**src/rtl/gpio_irq_router_pkg.sv**
```systemverilog
package gpio_irq_router_pkg;

  // Number of source banks; each bank owns one shared upstream line.
  localparam int unsigned NUM_BANKS = 3;

  // Pitch of the flat source numbering: bank * BANK_PITCH + pin.
  localparam int unsigned BANK_PITCH = 32;

  // Flat 7-bit source number of a pin.
  function automatic logic [6:0] src_id(input int unsigned bank, input int unsigned pin);
    int unsigned v;
    v = bank * BANK_PITCH + pin;
    return v[6:0];
  endfunction

  // Dedicated line that bank-1 pin 'pin' would use, given the bank-0 width.
  function automatic int unsigned b1_line(input int unsigned b0_w, input int unsigned pin);
    return b0_w + pin;
  endfunction

  // True when a dedicated line is one the configuration word can trade.
  function automatic bit line_tradable(input int unsigned line, input int unsigned sel_w);
    return line < sel_w;
  endfunction

endpackage

```
**src/rtl/irqmux_cfg_reg.sv**
```systemverilog
module irqmux_cfg_reg #(
  parameter int unsigned ADDR_W   = 12,
  parameter int unsigned DATA_W   = 32,
  parameter logic [ADDR_W-1:0] CFG_ADDR = 12'h054
) (
  input  logic              clk,
  input  logic              rst_n,
  input  logic              we,
  input  logic [ADDR_W-1:0] addr,
  input  logic [DATA_W-1:0] wdata,
  output logic [DATA_W-1:0] rdata,
  output logic [DATA_W-1:0] cfg,
  output logic              hit
);

  logic [DATA_W-1:0] cfg_q;

  assign hit = (addr == CFG_ADDR);

  always_ff @(posedge clk or negedge rst_n) begin
    if (!rst_n) begin
      cfg_q <= '0;
    end else if (we && hit) begin
      cfg_q <= wdata;
    end
  end

  assign cfg   = cfg_q;
  assign rdata = hit ? cfg_q : '0;

endmodule

```
**src/rtl/irqmux_line_route.sv**
```systemverilog
module irqmux_line_route
  import gpio_irq_router_pkg::*;
#(
  parameter int unsigned B0_W = 14,
  parameter int unsigned B1_W = 24,
  parameter int unsigned B2_W = 32,
  localparam int unsigned DED_W = B0_W + B1_W,
  localparam int unsigned SEL_W = B2_W
) (
  input  logic [B0_W-1:0]  b0,
  input  logic [B1_W-1:0]  b1,
  input  logic [B2_W-1:0]  b2,
  input  logic [SEL_W-1:0] cfg,
  output logic [DED_W-1:0] ded,
  output logic [B0_W-1:0]  own0,
  output logic [B1_W-1:0]  own1,
  output logic [B2_W-1:0]  own2
);

  // Dedicated line drivers, one per line.
  for (genvar k = 0; k < DED_W; k++) begin : g_line
    if (k < B0_W) begin : g_b0
      assign ded[k] = cfg[k] ? b2[k] : b0[k];
    end else if (line_tradable(k, SEL_W)) begin : g_b1_trade
      assign ded[k] = cfg[k] ? b2[k] : b1[k-B0_W];
    end else begin : g_b1_fixed
      assign ded[k] = b1[k-B0_W];
    end
  end

  // Ownership masks: a set bit means the pin is on a dedicated line.
  for (genvar p = 0; p < B0_W; p++) begin : g_own0
    assign own0[p] = ~cfg[p];
  end

  for (genvar p = 0; p < B1_W; p++) begin : g_own1
    if (line_tradable(b1_line(B0_W, p), SEL_W)) begin : g_trade
      assign own1[p] = ~cfg[b1_line(B0_W, p)];
    end else begin : g_fixed
      assign own1[p] = 1'b1;
    end
  end

  for (genvar p = 0; p < B2_W; p++) begin : g_own2
    assign own2[p] = cfg[p];
  end

endmodule

```
**src/rtl/irqmux_share_or.sv**
```systemverilog
module irqmux_share_or #(
  parameter int unsigned W = 14
) (
  input  logic [W-1:0] pins,
  input  logic [W-1:0] owned,
  output logic         shr
);

  logic [W-1:0] leftover;

  assign leftover = pins & ~owned;
  assign shr      = |leftover;

endmodule

```
**src/rtl/gpio_irq_router.sv**
```systemverilog
module gpio_irq_router #(
  parameter int unsigned ADDR_W = 12,
  parameter logic [ADDR_W-1:0] CFG_ADDR = 12'h054,
  parameter int unsigned B0_W = 14,
  parameter int unsigned B1_W = 24,
  parameter int unsigned B2_W = 32,
  localparam int unsigned DATA_W = B2_W,
  localparam int unsigned DED_W  = B0_W + B1_W,
  localparam int unsigned SHR_W  = 3
) (
  input  logic              clk,
  input  logic              rst_n,
  input  logic              cfg_we,
  input  logic [ADDR_W-1:0] cfg_addr,
  input  logic [DATA_W-1:0] cfg_wdata,
  output logic [DATA_W-1:0] cfg_rdata,
  input  logic [B0_W-1:0]   gpio_b0,
  input  logic [B1_W-1:0]   gpio_b1,
  input  logic [B2_W-1:0]   gpio_b2,
  output logic [DED_W-1:0]  irq_ded,
  output logic [SHR_W-1:0]  irq_shr
);

  logic [DATA_W-1:0] cfg_q;
  logic              cfg_hit;
  logic [B0_W-1:0]   own0;
  logic [B1_W-1:0]   own1;
  logic [B2_W-1:0]   own2;

  irqmux_cfg_reg #(
    .ADDR_W  (ADDR_W),
    .DATA_W  (DATA_W),
    .CFG_ADDR(CFG_ADDR)
  ) u_reg (
    .clk  (clk),
    .rst_n(rst_n),
    .we   (cfg_we),
    .addr (cfg_addr),
    .wdata(cfg_wdata),
    .rdata(cfg_rdata),
    .cfg  (cfg_q),
    .hit  (cfg_hit)
  );

  irqmux_line_route #(
    .B0_W(B0_W),
    .B1_W(B1_W),
    .B2_W(B2_W)
  ) u_route (
    .b0  (gpio_b0),
    .b1  (gpio_b1),
    .b2  (gpio_b2),
    .cfg (cfg_q),
    .ded (irq_ded),
    .own0(own0),
    .own1(own1),
    .own2(own2)
  );

  irqmux_share_or #(.W(B0_W)) u_shr0 (.pins(gpio_b0), .owned(own0), .shr(irq_shr[0]));
  irqmux_share_or #(.W(B1_W)) u_shr1 (.pins(gpio_b1), .owned(own1), .shr(irq_shr[1]));
  irqmux_share_or #(.W(B2_W)) u_shr2 (.pins(gpio_b2), .owned(own2), .shr(irq_shr[2]));

endmodule

```
**config.mk**
```make
export PLATFORM = sky130hd
export DESIGN_NAME = gpio_irq_router
export DESIGN_NICKNAME = d
export VERILOG_FILES = /design/src/rtl/gpio_irq_router_pkg.sv /design/src/rtl/irqmux_cfg_reg.sv /design/src/rtl/irqmux_line_route.sv /design/src/rtl/irqmux_share_or.sv /design/src/rtl/gpio_irq_router.sv
export SDC_FILE = /design/constraint.sdc
export NUM_CORES = 1
export LEC_CHECK = 0
export ABC_AREA = 1
export BUFFER_PORTS_ARGS = -buffer_cell sky130_fd_sc_hd__buf_4
export CAP_MARGIN = 5
export CORE_MARGIN = 4
export CORE_UTILIZATION = 31
export DETAILED_ROUTE_END_ITERATION = 7
export GPL_TIMING_DRIVEN = 0
export SLEW_MARGIN = 20
export SYNTH_ARGS = -nofsm -noshare
export SYNTH_HDL_FRONTEND = slang
export SYNTH_SLANG_ARGS = --single-unit
```
**constraint.sdc**
```tcl
create_clock -name clk -period 2.2 [get_ports clk]
set_input_delay 0.33 -clock clk [delete_from_list [all_inputs] [get_ports clk]]
set_output_delay 0.33 -clock clk [all_outputs]
set_load 0.01 [all_outputs]
```
# Yosys cells after proc, flatten, opt, wreduce, memory -nomap -nowiden
# Index checks and enable logic that the tools add are counted.
[totals]
regBits = 32
input_bits = 117
out_inout_bits = 73
elab_cells = 77
[op_classes]
n_eq_ne = 1
muxes = 33
bitwise = 38
reduce_logical = 4
[ops]
columns = ["cell", "n"]
rows = [
  ["$and A32 B32 Y32", 1],
  ["$mux W1", 32],
  ["$mux W32", 1],
  ["$not A1 Y1", 32],
  ["$not A32 Y32", 1],
  ["$reduce_or A32 Y1", 1],
  ["$and A24 B24 Y24", 1],
  ["$not A24 Y24", 1],
  ["$reduce_or A24 Y1", 1],
  ["$and A14 B14 Y14", 1],
  ["$not A14 Y14", 1],
  ["$reduce_or A14 Y1", 1],
  ["$eq A12 B7 Y1 const B", 1],
  ["$logic_and A1 B1 Y1", 1],
]

# Depth between registers and ports, before layout
# Gate-level depths: netlist of the first run.
[logic_depth]
ltp_word = 4
ltp_mapped = 8
mapped_depth_nobuf = 7

# Modules after synthesis
# A second synthesis of the first run with hierarchy kept.
[hier_totals]
hier_cells = 600
hier_area_um2 = 3422.0
[by_module_without_submodules]
columns = ["mod", "n_inst", "cells_per_inst", "area_per_inst_um2", "seq_area_each_um2"]
rows = [
  ["irqmux_cfg_reg", 1, 224, 1672.9, 800.8],
  ["irqmux_line_route", 1, 173, 974.7, 0.0],
  ["irqmux_share_or (u_shr2)", 1, 92, 349.1, 0.0],
  ["irqmux_share_or (u_shr1)", 1, 66, 254.0, 0.0],
  ["irqmux_share_or (u_shr0)", 1, 45, 171.4, 0.0],
]

# Least setup slack after synthesis of the first run
# Ideal clock, no wire load.
[synth_path]
path_kind = "input to output"
startpoint = "in cfg_addr[11]"
endpoint = "out cfg_rdata[10]"
t_arrival_ns = 1.099
setup_slack_ns = 0.771
cell_stages = 6
path_buffers = 1
cell_sequence = "nor2_1 nand2_1 nor2_4 nand2_1 buf_2 nor2_1"
[synth_via]
elab_chain_cells = 2
[synth_lines]
columns = ["item", "line", "source"]
rows = [
  ["start: declaration", "gpio_irq_router.sv:14", "input logic [ADDR_W-1:0] cfg_addr,"],
  ["$eq A12 B7 Y1", "irqmux_cfg_reg.sv:18", "assign hit = (addr == CFG_ADDR);"],
  ["$mux W32", "irqmux_cfg_reg.sv:29", "assign rdata = hit ? cfg_q : '0;"],
  ["end: declaration", "gpio_irq_router.sv:16", "output logic [DATA_W-1:0] cfg_rdata,"],
]
# Every way passes these cells.

# Final worst setup path of the first run
[layout_path]
startpoint = "reg u_reg.cfg_q[26], in the netlist u_reg.cfg[26]"
endpoint = "out irq_shr[2]"
[layout_via]
elab_chain_cells = 3
[layout_lines]
columns = ["item", "line", "source"]
rows = [
  ["start: declaration", "irqmux_cfg_reg.sv:16", "logic [DATA_W-1:0] cfg_q;"],
  ["start signal: assignment", "irqmux_cfg_reg.sv:24", "cfg_q <= wdata;"],
  ["$not A32 Y32", "irqmux_share_or.sv:11", "assign leftover = pins & ~owned;"],
  ["$and A32 B32 Y32", "irqmux_share_or.sv:11", ""],
  ["$reduce_or A32 Y1", "irqmux_share_or.sv:12", "assign shr = |leftover;"],
  ["end: declaration", "gpio_irq_router.sv:21", "output logic [SHR_W-1:0] irq_shr"],
]
# Every way passes these cells.

==> results of run 1 <==
## metal layers
| metal | GRT usage | part of all wire | vias up |
|---|---|---|---|
| li1 | - | - | 1723 |
| met1 | 0.255 | 0.43 | 1455 |
| met2 | 0.338 | 0.49 | 113 |
| met3 | 0.0329 | 0.068 | 14 |
| met4 | 0.0543 | 0.019 | 0 |
| met5 | 0 | 0 | - |
## worst max path at each step
| stage | start | to | slack (ns) | cells past startpoint |
|---|---|---|---|---|
| after floorplan | cfg_addr[11] | cfg_rdata[10] | 0.77 | 6 |
| after global placement | cfg_addr[11] | cfg_rdata[17] | 0.36 | 8 |
| after detailed placement | cfg_addr[11] | cfg_rdata[21] | 0.36 | 8 |
| after CTS | u_reg.cfg[26] | irq_shr[2] | 0.26 | 9 |
| after global routing | u_reg.cfg[26] | irq_shr[2] | 0.13 | 9 |
| final | u_reg.cfg[26] | irq_shr[2] | 0.28 | 9 |
## power by group through the flow
stage | logic, mW | clock network, mW | registers (mW)
6_report | 0.348 | 0.426 | 0.594
5_1_grt | 0.385 | 0.462 | 0.594
3_3_place_gp | 0.346 | 0 | 0.605
2_1_floorplan | 0.102 | 0 | 0.604
4_1_cts | 0.351 | 0.444 | 0.593
3_5_place_dp | 0.351 | 0 | 0.605
## layout by cell type, fill, tap and decap left out
cell	Yosys	final
nand2_1	242	242
buf_4	9	191
nor2_1	52	52
inv_1	40	40
nand4_1	35	35
dfrtp_1	32	32
buf_2	12	12
o21ai_0	8	8
clkbuf_8	0	5
nand3_1	4	4
clkbuf_1	3	4
nor2_4	1	1
nor3_4	1	1
buf_1	1	1
clkinv_2	0	1
## cells by family after synthesis
| family | synth area share |
|---|---|
| AND/OR/NAND/NOR | 0.547 |
| AO/OA/AOI/OAI | 0.0160 |
| buffers and inverters | 0.117 |
| flip-flops | 0.320 |
## area by class of cell
cell class                      instances  area [um^2]  share of cell area
Clock buffer                            6         72.6              0.0178
Multi-Input combinational cell        343         1410               0.346
Tap cell                              102          128              0.0313
Timing Repair Buffer                  182         1370               0.335
Sequential cell                        32          801               0.196
Buffer                                 25          143              0.0350
Clock inverter                          1         5.00             0.00123
Inverter                               40          150              0.0368
## metrics by stage
stage | power, mW | instances
after floorplan | 0.706 | 440
after global placement | 0.950 | 724
after detailed placement | 0.955 | 724
after CTS | 1.39 | 731
after global routing | 1.44 | 731
final | 1.37 | 731
==> qor.csv, run 1 <==
metric,value,unit
drt_iter0_markers,83,
dieHeight,97.9,um
rsz0062_at_grt,false,
reg2regPathDepth,2,
fin_skew,0,ns
critPathBufInv,3,
slowest_stage,dfrtp_1,
startpoint_type,register,
fin_util,0.522,
diodes,0,
violations,hold timing,
rows,32,
via_count,3305,
tightest_slew,0.451,ns
cts_buffer_depth,2,
cts_sinks,32,
drv_cap,0,
place_congestion,0.878,
seqPwrFrac,0.434,
cts_resized,0,
synth.most_common_cell,nand2_1,
ctsHoldBuffers,0,
crit_fanout,4,
dpl_cell_area,4000,um^2
p_clk_frac,0.312,
synth_warnings,0,
end_kind,output port,
hpwl,7950,um
min_path_type,input pin to asynchronous set/reset pin,
p_switching,359,uW
fin_area,4080,um^2
yosysTopAreaCell,nand2_1,
regToRegEndpoint,u_reg.cfg[26],
grt_pass1_vias,3239,
fmax,522,MHz
hold_violations,15,
netlist_top_cells_count,"nand2_1 (242), nor2_1 (52), inv_1 (40), nand4_1 (35), dfrtp_1 (32)",
cp_common_cell,nand2_1,
path_cells,inv_1 -> nand2_1 -> nand2_1 -> nor2_1 -> nand2_1 -> nor2_1 -> nand2_1 -> buf_4 -> buf_4,
p_leak,2.33,nW
ir_drop,0.000191,V
relSlewSlack,0.700,
grt_usage,0.197,
start_util,0.321,
routed_via_density,4.52,
wire_per_inst,13.2,um
overflow,0,
antenna_found_initial,0,
cts_buffers,5,
die_x,97.9,um
post_cts.repair.setup_buffers,0,
internal_power,1.01,mW
holdWs,-0.00950,ns
largest_register_ffs,32,
ios,190,
path_delay_family,simple AND/OR/NAND/NOR gates,
finalWorstSetupSlack,0.283,ns
grt_pass1_wl,15700,um
setup_tns,0,ns
synth_edf_count,0,
period_share,0.872,
synthArstFlopShare,1.00,
syn_area,2500,um^2
critPathKind,register to output port,
cts_tree,done,
grt_max_degree,33,
slowest_delay,0.41,ns
syn-num-nets,557,
die_area,9580,um^2
drt_wl_total,9620,um
cts_max_level,2,
arrival,1.59,ns
reg2reg_slack,1.53,ns
ys_types,13,
ys_seq_area_frac,0.320,
rr_startpoint,u_reg.cfg[26],
portBuffers,182,
drive_gt1_frac,0.335,
ys_ff_latch,32,
setup_viol,0,
synth_top_area_share,0.363,
cts.clk_slew.worst_paths,0.07,ns
period_needed,1.92,ns
synth_area_leaders,"nand2_1 (36%), dfrtp_1 (32%), nand4_1 (8.7%), nor2_1 (7.8%), inv_1 (6.0%)",
nFillCells,847,
outcome,"complete, but fails checks",
drc,0,
drt_first_pass_iters,4,
pwr-share-comb,0.254,
p_per_area,336,nW/um^2
maxSlewViolCount,0,
synth_top_flop_cell,dfrtp_1,
area_delta_synth_final,62.8,%
final_nets,746,
cts_root_buf,clkbuf_8,
core-area,7810,um^2
netlist_instances,440,
clk-insertion-delay-late,0.28,ns
pre_cts_ws,0.360,ns
postRouteAntennaNets,0,
p_sw_frac,0.262,
cp.required,1.87,ns
syn-mean-instance-area,5.69,um^2
Note: power is estimated with default switching activity, not from simulation.
==> run 2, diff against run 1 <==
--- a/config.mk
+++ b/config.mk
@@ -15,4 +15,5 @@
 export SLEW_MARGIN = 20
 export SYNTH_ARGS = -nofsm -noshare
 export SYNTH_HDL_FRONTEND = slang
+export SYNTH_HIERARCHICAL = 1
 export SYNTH_SLANG_ARGS = --single-unit
==> run 2 against run 1 <==
  * Power up 20%
  * The run now ends clean
  * Utilization down 4.4 points
  * Combinational power up 21%
  * Global-route usage down 2.0 points
  * Register-to-register slack worse by 0.06 ns
  * Flip-flop and latch count unchanged
  * Critical path depth unchanged
  * Sequential power about the same
  * Highest routed layer unchanged
  * Clock skew unchanged
==> qor.csv, run 2 <==
metric,value,unit
final_nets,917,
place_congestion,0.810,
final_common_cell,buf_4,
outcome,finished clean,
holdWs,0.295,ns
hpwl,9710,um
netlist_instances,599,
grt_max_degree,33,
grt_pass1_vias,3658,
synth_warnings,6,
cts_buffer_depth,2,
drive_gt1_frac,0.441,
drc,0,
end_kind,output port,
area_delta_synth_final,51.0,%
clk-insertion-delay-late,0.28,ns
cts_buffers,5,
drt_wl_total,11500,um
largest_register_ffs,32,
setup_tns,0,ns
p_leak,3.11,nW
fin_util,0.478,
multi_input_area,1680,um^2
reg2regPathDepth,2,
grt_pass1_wl,18100,um
p_per_area,319,nW/um^2
syn_area,3420,um^2
min_path_type,input pin to register,
final_cell_mix,"buf_4 (232), nand2_1 (201), inv_1 (111)",
postRouteAntennaNets,0,
critPathKind,register to output port,
fmax,517,MHz
period_needed,1.93,ns
wire_per_inst,12.2,um
reg2reg_slack,1.47,ns
cts_root_buf,clkbuf_8,
rsz0062_at_grt,false,
syn-mean-instance-area,5.71,um^2
crit_start,u_reg/cfg[11],
drt_first_pass_iters,4,
ios,190,
arrival,1.60,ns
hold_violations,0,
cp.required,1.87,ns
cts_tree,done,
period_share,0.879,
seqCellArea,801,um^2
crit_fanout,5,
cts.clk_slew.worst_paths,0.07,ns
cts_sinks,32,
nFillCells,1154,
fin_skew,0,ns
portBuffers,188,
antenna_found_initial,0,
core-area,10800,um^2
maxSlewViolCount,0,
drv_cap,0,
die_x,113,um
worstSetupEndpoint,irq_shr[2],
regToRegEndpoint,u_reg/cfg[14],
setup_viol,0,
dieHeight,113,um
routed_via_density,4.05,
drt_iter0_markers,128,
instances_no_fill,941,
diodes,0,
rr_startpoint,u_reg/cfg[14],
rows,38,
ir_drop,0.000221,V
dp.cells,932,
overflow,0,
cts_max_level,2,
die_area,12800,um^2
cts_resized,0,
grt_usage,0.177,
start_util,0.317,
via_count,3814,
startpoint_type,register,
run 2: worst min path at each step:
stage                              from             to  slack (ns)  depth (start not counted)
after floorplan                   rst_n   u_reg/cfg[0]        0.03                          0
after global placement            rst_n  u_reg/cfg[21]        0.30                          1
after detailed placement          rst_n  u_reg/cfg[21]        0.31                          1
after CTS                 cfg_wdata[30]  u_reg/cfg[30]        0.29                          3
after global routing      cfg_wdata[25]  u_reg/cfg[25]        0.29                          3
final                     cfg_wdata[19]  u_reg/cfg[19]        0.29                          3
run 2: area by class of cell:
type | instances | area share
repair buffers | 189 | 0.275
clock inverters | 1 | 0.00582
well taps | 140 | 0.0339
inverters | 143 | 0.104
plain buffers | 60 | 0.0822
multi-input cells | 369 | 0.325
flip-flops and latches | 32 | 0.155
clock buffers | 7 | 0.0187
run 2: timing repair:
action                                 in CTS  in global routing
hold buffers                                1                  0
buffers inserted                            0                  0
endpoints found under the hold margin      18                  0
run 2: where the power goes:
| group | switching, mW | leakage (nW) | internal [mW] |
|---|---|---|---|
| clock network | 0.232 | 0.0645 | 0.400 |
| logic | 0.180 | 2.60 | 0.240 |
| registers | 0.00406 | 0.447 | 0.590 |
run 2: routing by layer:
| layer | global-route usage | part of all wire | vias up |
|---|---|---|---|
| li1 | - | - | 2074 |
| met1 | 0.218 | 0.43 | 1643 |
| met2 | 0.320 | 0.51 | 90 |
| met3 | 0.0294 | 0.050 | 7 |
| met4 | 0.0393 | 0.0098 | 0 |
| met5 | 0 | 0 | - |
run 2: per-stage QoR:
step | setup slack [ns] | total power [mW] | area [um^2]
5_1_grt | 0.176 | 1.74 | 5160
3_3_place_gp | 0.341 | 1.02 | 5020
4_1_cts | 0.260 | 1.67 | 5160
3_5_place_dp | 0.310 | 1.03 | 5020
6_report | 0.266 | 1.65 | 5160
2_1_floorplan | 0.741 | 0.751 | 3440
run 2: critical path, cell delays in order, from the launching register on:
cell     delay, ns
dfrtp_1       0.42
buf_4         0.13
inv_1         0.03
nand2_1       0.08
o21ai_0       0.15
nor2_1        0.11
nand2_1       0.05
nor2_1        0.13
nand2_1       0.07
buf_4         0.15
==> run 3, diff against run 2 <==
--- a/config.mk
+++ b/config.mk
@@ -8,6 +8,7 @@
 export ABC_AREA = 1
 export BUFFER_PORTS_ARGS = -buffer_cell sky130_fd_sc_hd__buf_4
 export CAP_MARGIN = 5
+export CORE_ASPECT_RATIO = 1.25
 export CORE_MARGIN = 4
 export CORE_UTILIZATION = 31
 export DETAILED_ROUTE_END_ITERATION = 7
==> constraint.sdc (replaced) <==
create_clock -name clk -period 1.7 [get_ports clk]
set_input_delay 0.255 -clock clk [delete_from_list [all_inputs] [get_ports clk]]
set_output_delay 0.255 -clock clk [all_outputs]
set_load 0.01 [all_outputs]
==> run 3 against run 2 <==
  * Register-to-register slack lost 0.62 ns
  * Worst setup slack worse by 0.25 ns
  * Flip-flop and latch count stayed put
  * First-iteration DRC count grew 30%
  * Wire length up 2.1%
  * Die area about the same
  * Utilization up 2.9 points
  * Count of clock-buffer cells in the layout rose by 1
  * Global-route usage up 0.13 points
  * Combinational power up 32%
  * Cell count up 1.7%
  * Design area up 4.8%
  * Critical path type unchanged
  * Largest cell class unchanged
  * Largest power group unchanged
==> qor.csv, run 3 (same netlist as run 2, synthesis figures left out) <==
metric,value,unit
core-area,10700,um^2
die_area,12800,um^2
setup_tns,0,ns
slowest_delay,0.40,ns
final_common_cell,buf_4,
ios,190,
ir_drop,0.000348,V
path_cells,buf_6 -> inv_4 -> inv_2 -> nand2_1 -> nand2_1 -> nor2_2 -> nand2_1 -> nor2_1 -> nand2_1 -> buf_6,
antenna_found_initial,0,
cts_tree,done,
overflow,0,
hpwl,9700,um
wire_per_inst,12.3,um
via_count,3958,
arrival,1.43,ns
largest_register_ffs,32,
grt_pass1_vias,3777,
cts_sinks,32,
clk-insertion-delay-late,0.27,ns
routed_via_density,4.14,
cts.clk_slew.worst_paths,0.05,ns
slowest_stage,dfrtp_1,
cts_max_level,2,
fin_total_pwr,2.22,mW
cts_root_buf,clkbuf_16,
drt_first_pass_iters,7,
outcome,finished clean,
critPathBufInv,4,
grt_usage,0.178,
p_per_area,410,nW/um^2
fmax,595,MHz
area_delta_synth_final,58.2,%
start_util,0.320,
cp_common_cell,nand2_1,
p_leak,3.26,nW
final_cell_mix,"buf_4 (255), nand2_1 (198), inv_1 (110)",
dp.cells,924,
path_delay_family,simple AND/OR/NAND/NOR gates,
place_congestion,0.816,
drt_wl_total,11700,um
period_needed,1.68,ns
cts_buffer_depth,2,
critPathKind,register to output port,
nFillCells,1123,
cts_buffers,5,
drc,0,
min_path_type,input pin to register,
fin_skew,0,ns
rows,42,
end_kind,output port,
instances_no_fill,957,
period_share,0.989,
hold_violations,0,
drive_gt1_frac,0.478,
setup_viol,0,
dieHeight,125,um
startpoint_type,register,
crit_fanout,3,
rsz0062_at_grt,true,
portBuffers,188,
die_x,102,um
diodes,0,
grt_pass1_wl,18000,um
maxSlewViolCount,0,
drt_iter0_markers,167,
postRouteAntennaNets,0,
grt_max_degree,33,
drv_cap,0,
cp.required,1.44,ns
multi_input_area,1700,um^2
final_nets,941,
seqCellArea,813,um^2
==> run 3: changes by cell type in the layout (fill, tap and decap cells not counted), sizes merged <==
cell    before  now
buf        244  268
clkbuf      11   12
bufinv       1    0
==> run 3: final timing paths <==
check | from | endpoint | slack [ns] | depth (start not counted)
max | u_reg/cfg[21] | irq_shr[1] | 0.02 | 10
min | cfg_wdata[0] | u_reg/cfg[0] | 0.23 | 3
max reg2reg | u_reg/cfg[8] | u_reg/cfg[8] | 0.85 | 4
min reg2reg | u_reg/cfg[4] | u_reg/cfg[4] | 0.51 | 2
max in group asynchronous | rst_n | u_reg/cfg[14] | 0.87 | 2
min in group asynchronous | rst_n | u_reg/cfg[21] | 0.48 | 2
==> run 3: per-stage QoR <==
stage          worst slack (ns)  hold slack (ns)   util  area (um^2)
2_1_floorplan             0.391          -0.0406      -         3440
3_3_place_gp            0.00222            0.223  0.470         5010
3_5_place_dp          -0.000338            0.230  0.470         5010
4_1_cts                -0.00668            0.229  0.498         5310
5_1_grt                 -0.0833            0.241  0.507         5410
6_report                 0.0179            0.233  0.507         5410
==> run 3: repair_timing <==
action | 4_1_cts | 5_1_grt
hold buffers | 1 | 0
gates cloned | 0 | 0
setup endpoints to repair | 8 | 23
gates resized for setup | 8 | 22
setup buffers | 17 | 8
pin swaps | 3 | 5
endpoints found under the hold margin | 32 | 0
==> run 3: area by class of cell <==
class,count,area share
Multi-Input combinational cell,369,0.315
Timing Repair Buffer,214,0.299
Sequential cell,32,0.150
Buffer,59,0.0787
Inverter,143,0.0997
Clock buffer,8,0.0271
Tap cell,132,0.0305
==> run 3: metal layers <==
metal / vias up / share of wire / GRT usage
met5: - / 0 / 0
met4: 0 / 0.018 / 0.0533
met3: 10 / 0.070 / 0.0306
met2: 120 / 0.53 / 0.329
met1: 1702 / 0.39 / 0.204
li1: 2126 / - / -
==> run 3: where the power goes <==
group / switching [mW] / leakage [nW] / total (mW) / internal (mW)
logic: 0.236 / 2.76 / 0.553 / 0.317
registers: 0.00421 / 0.430 / 0.770 / 0.766
clock network: 0.309 / 0.0712 / 0.893 / 0.584
total: 0.549 / 3.26 / 2.22 / 1.67
==> run 3: worst register-to-register path, delay by kind of cell, from the launching register on <==
kind | cells | cell delay [ns]
flip-flops | 1 | 0.37
buffers and inverters | 2 | 0.28
AND/OR/NAND/NOR | 2 | 0.10
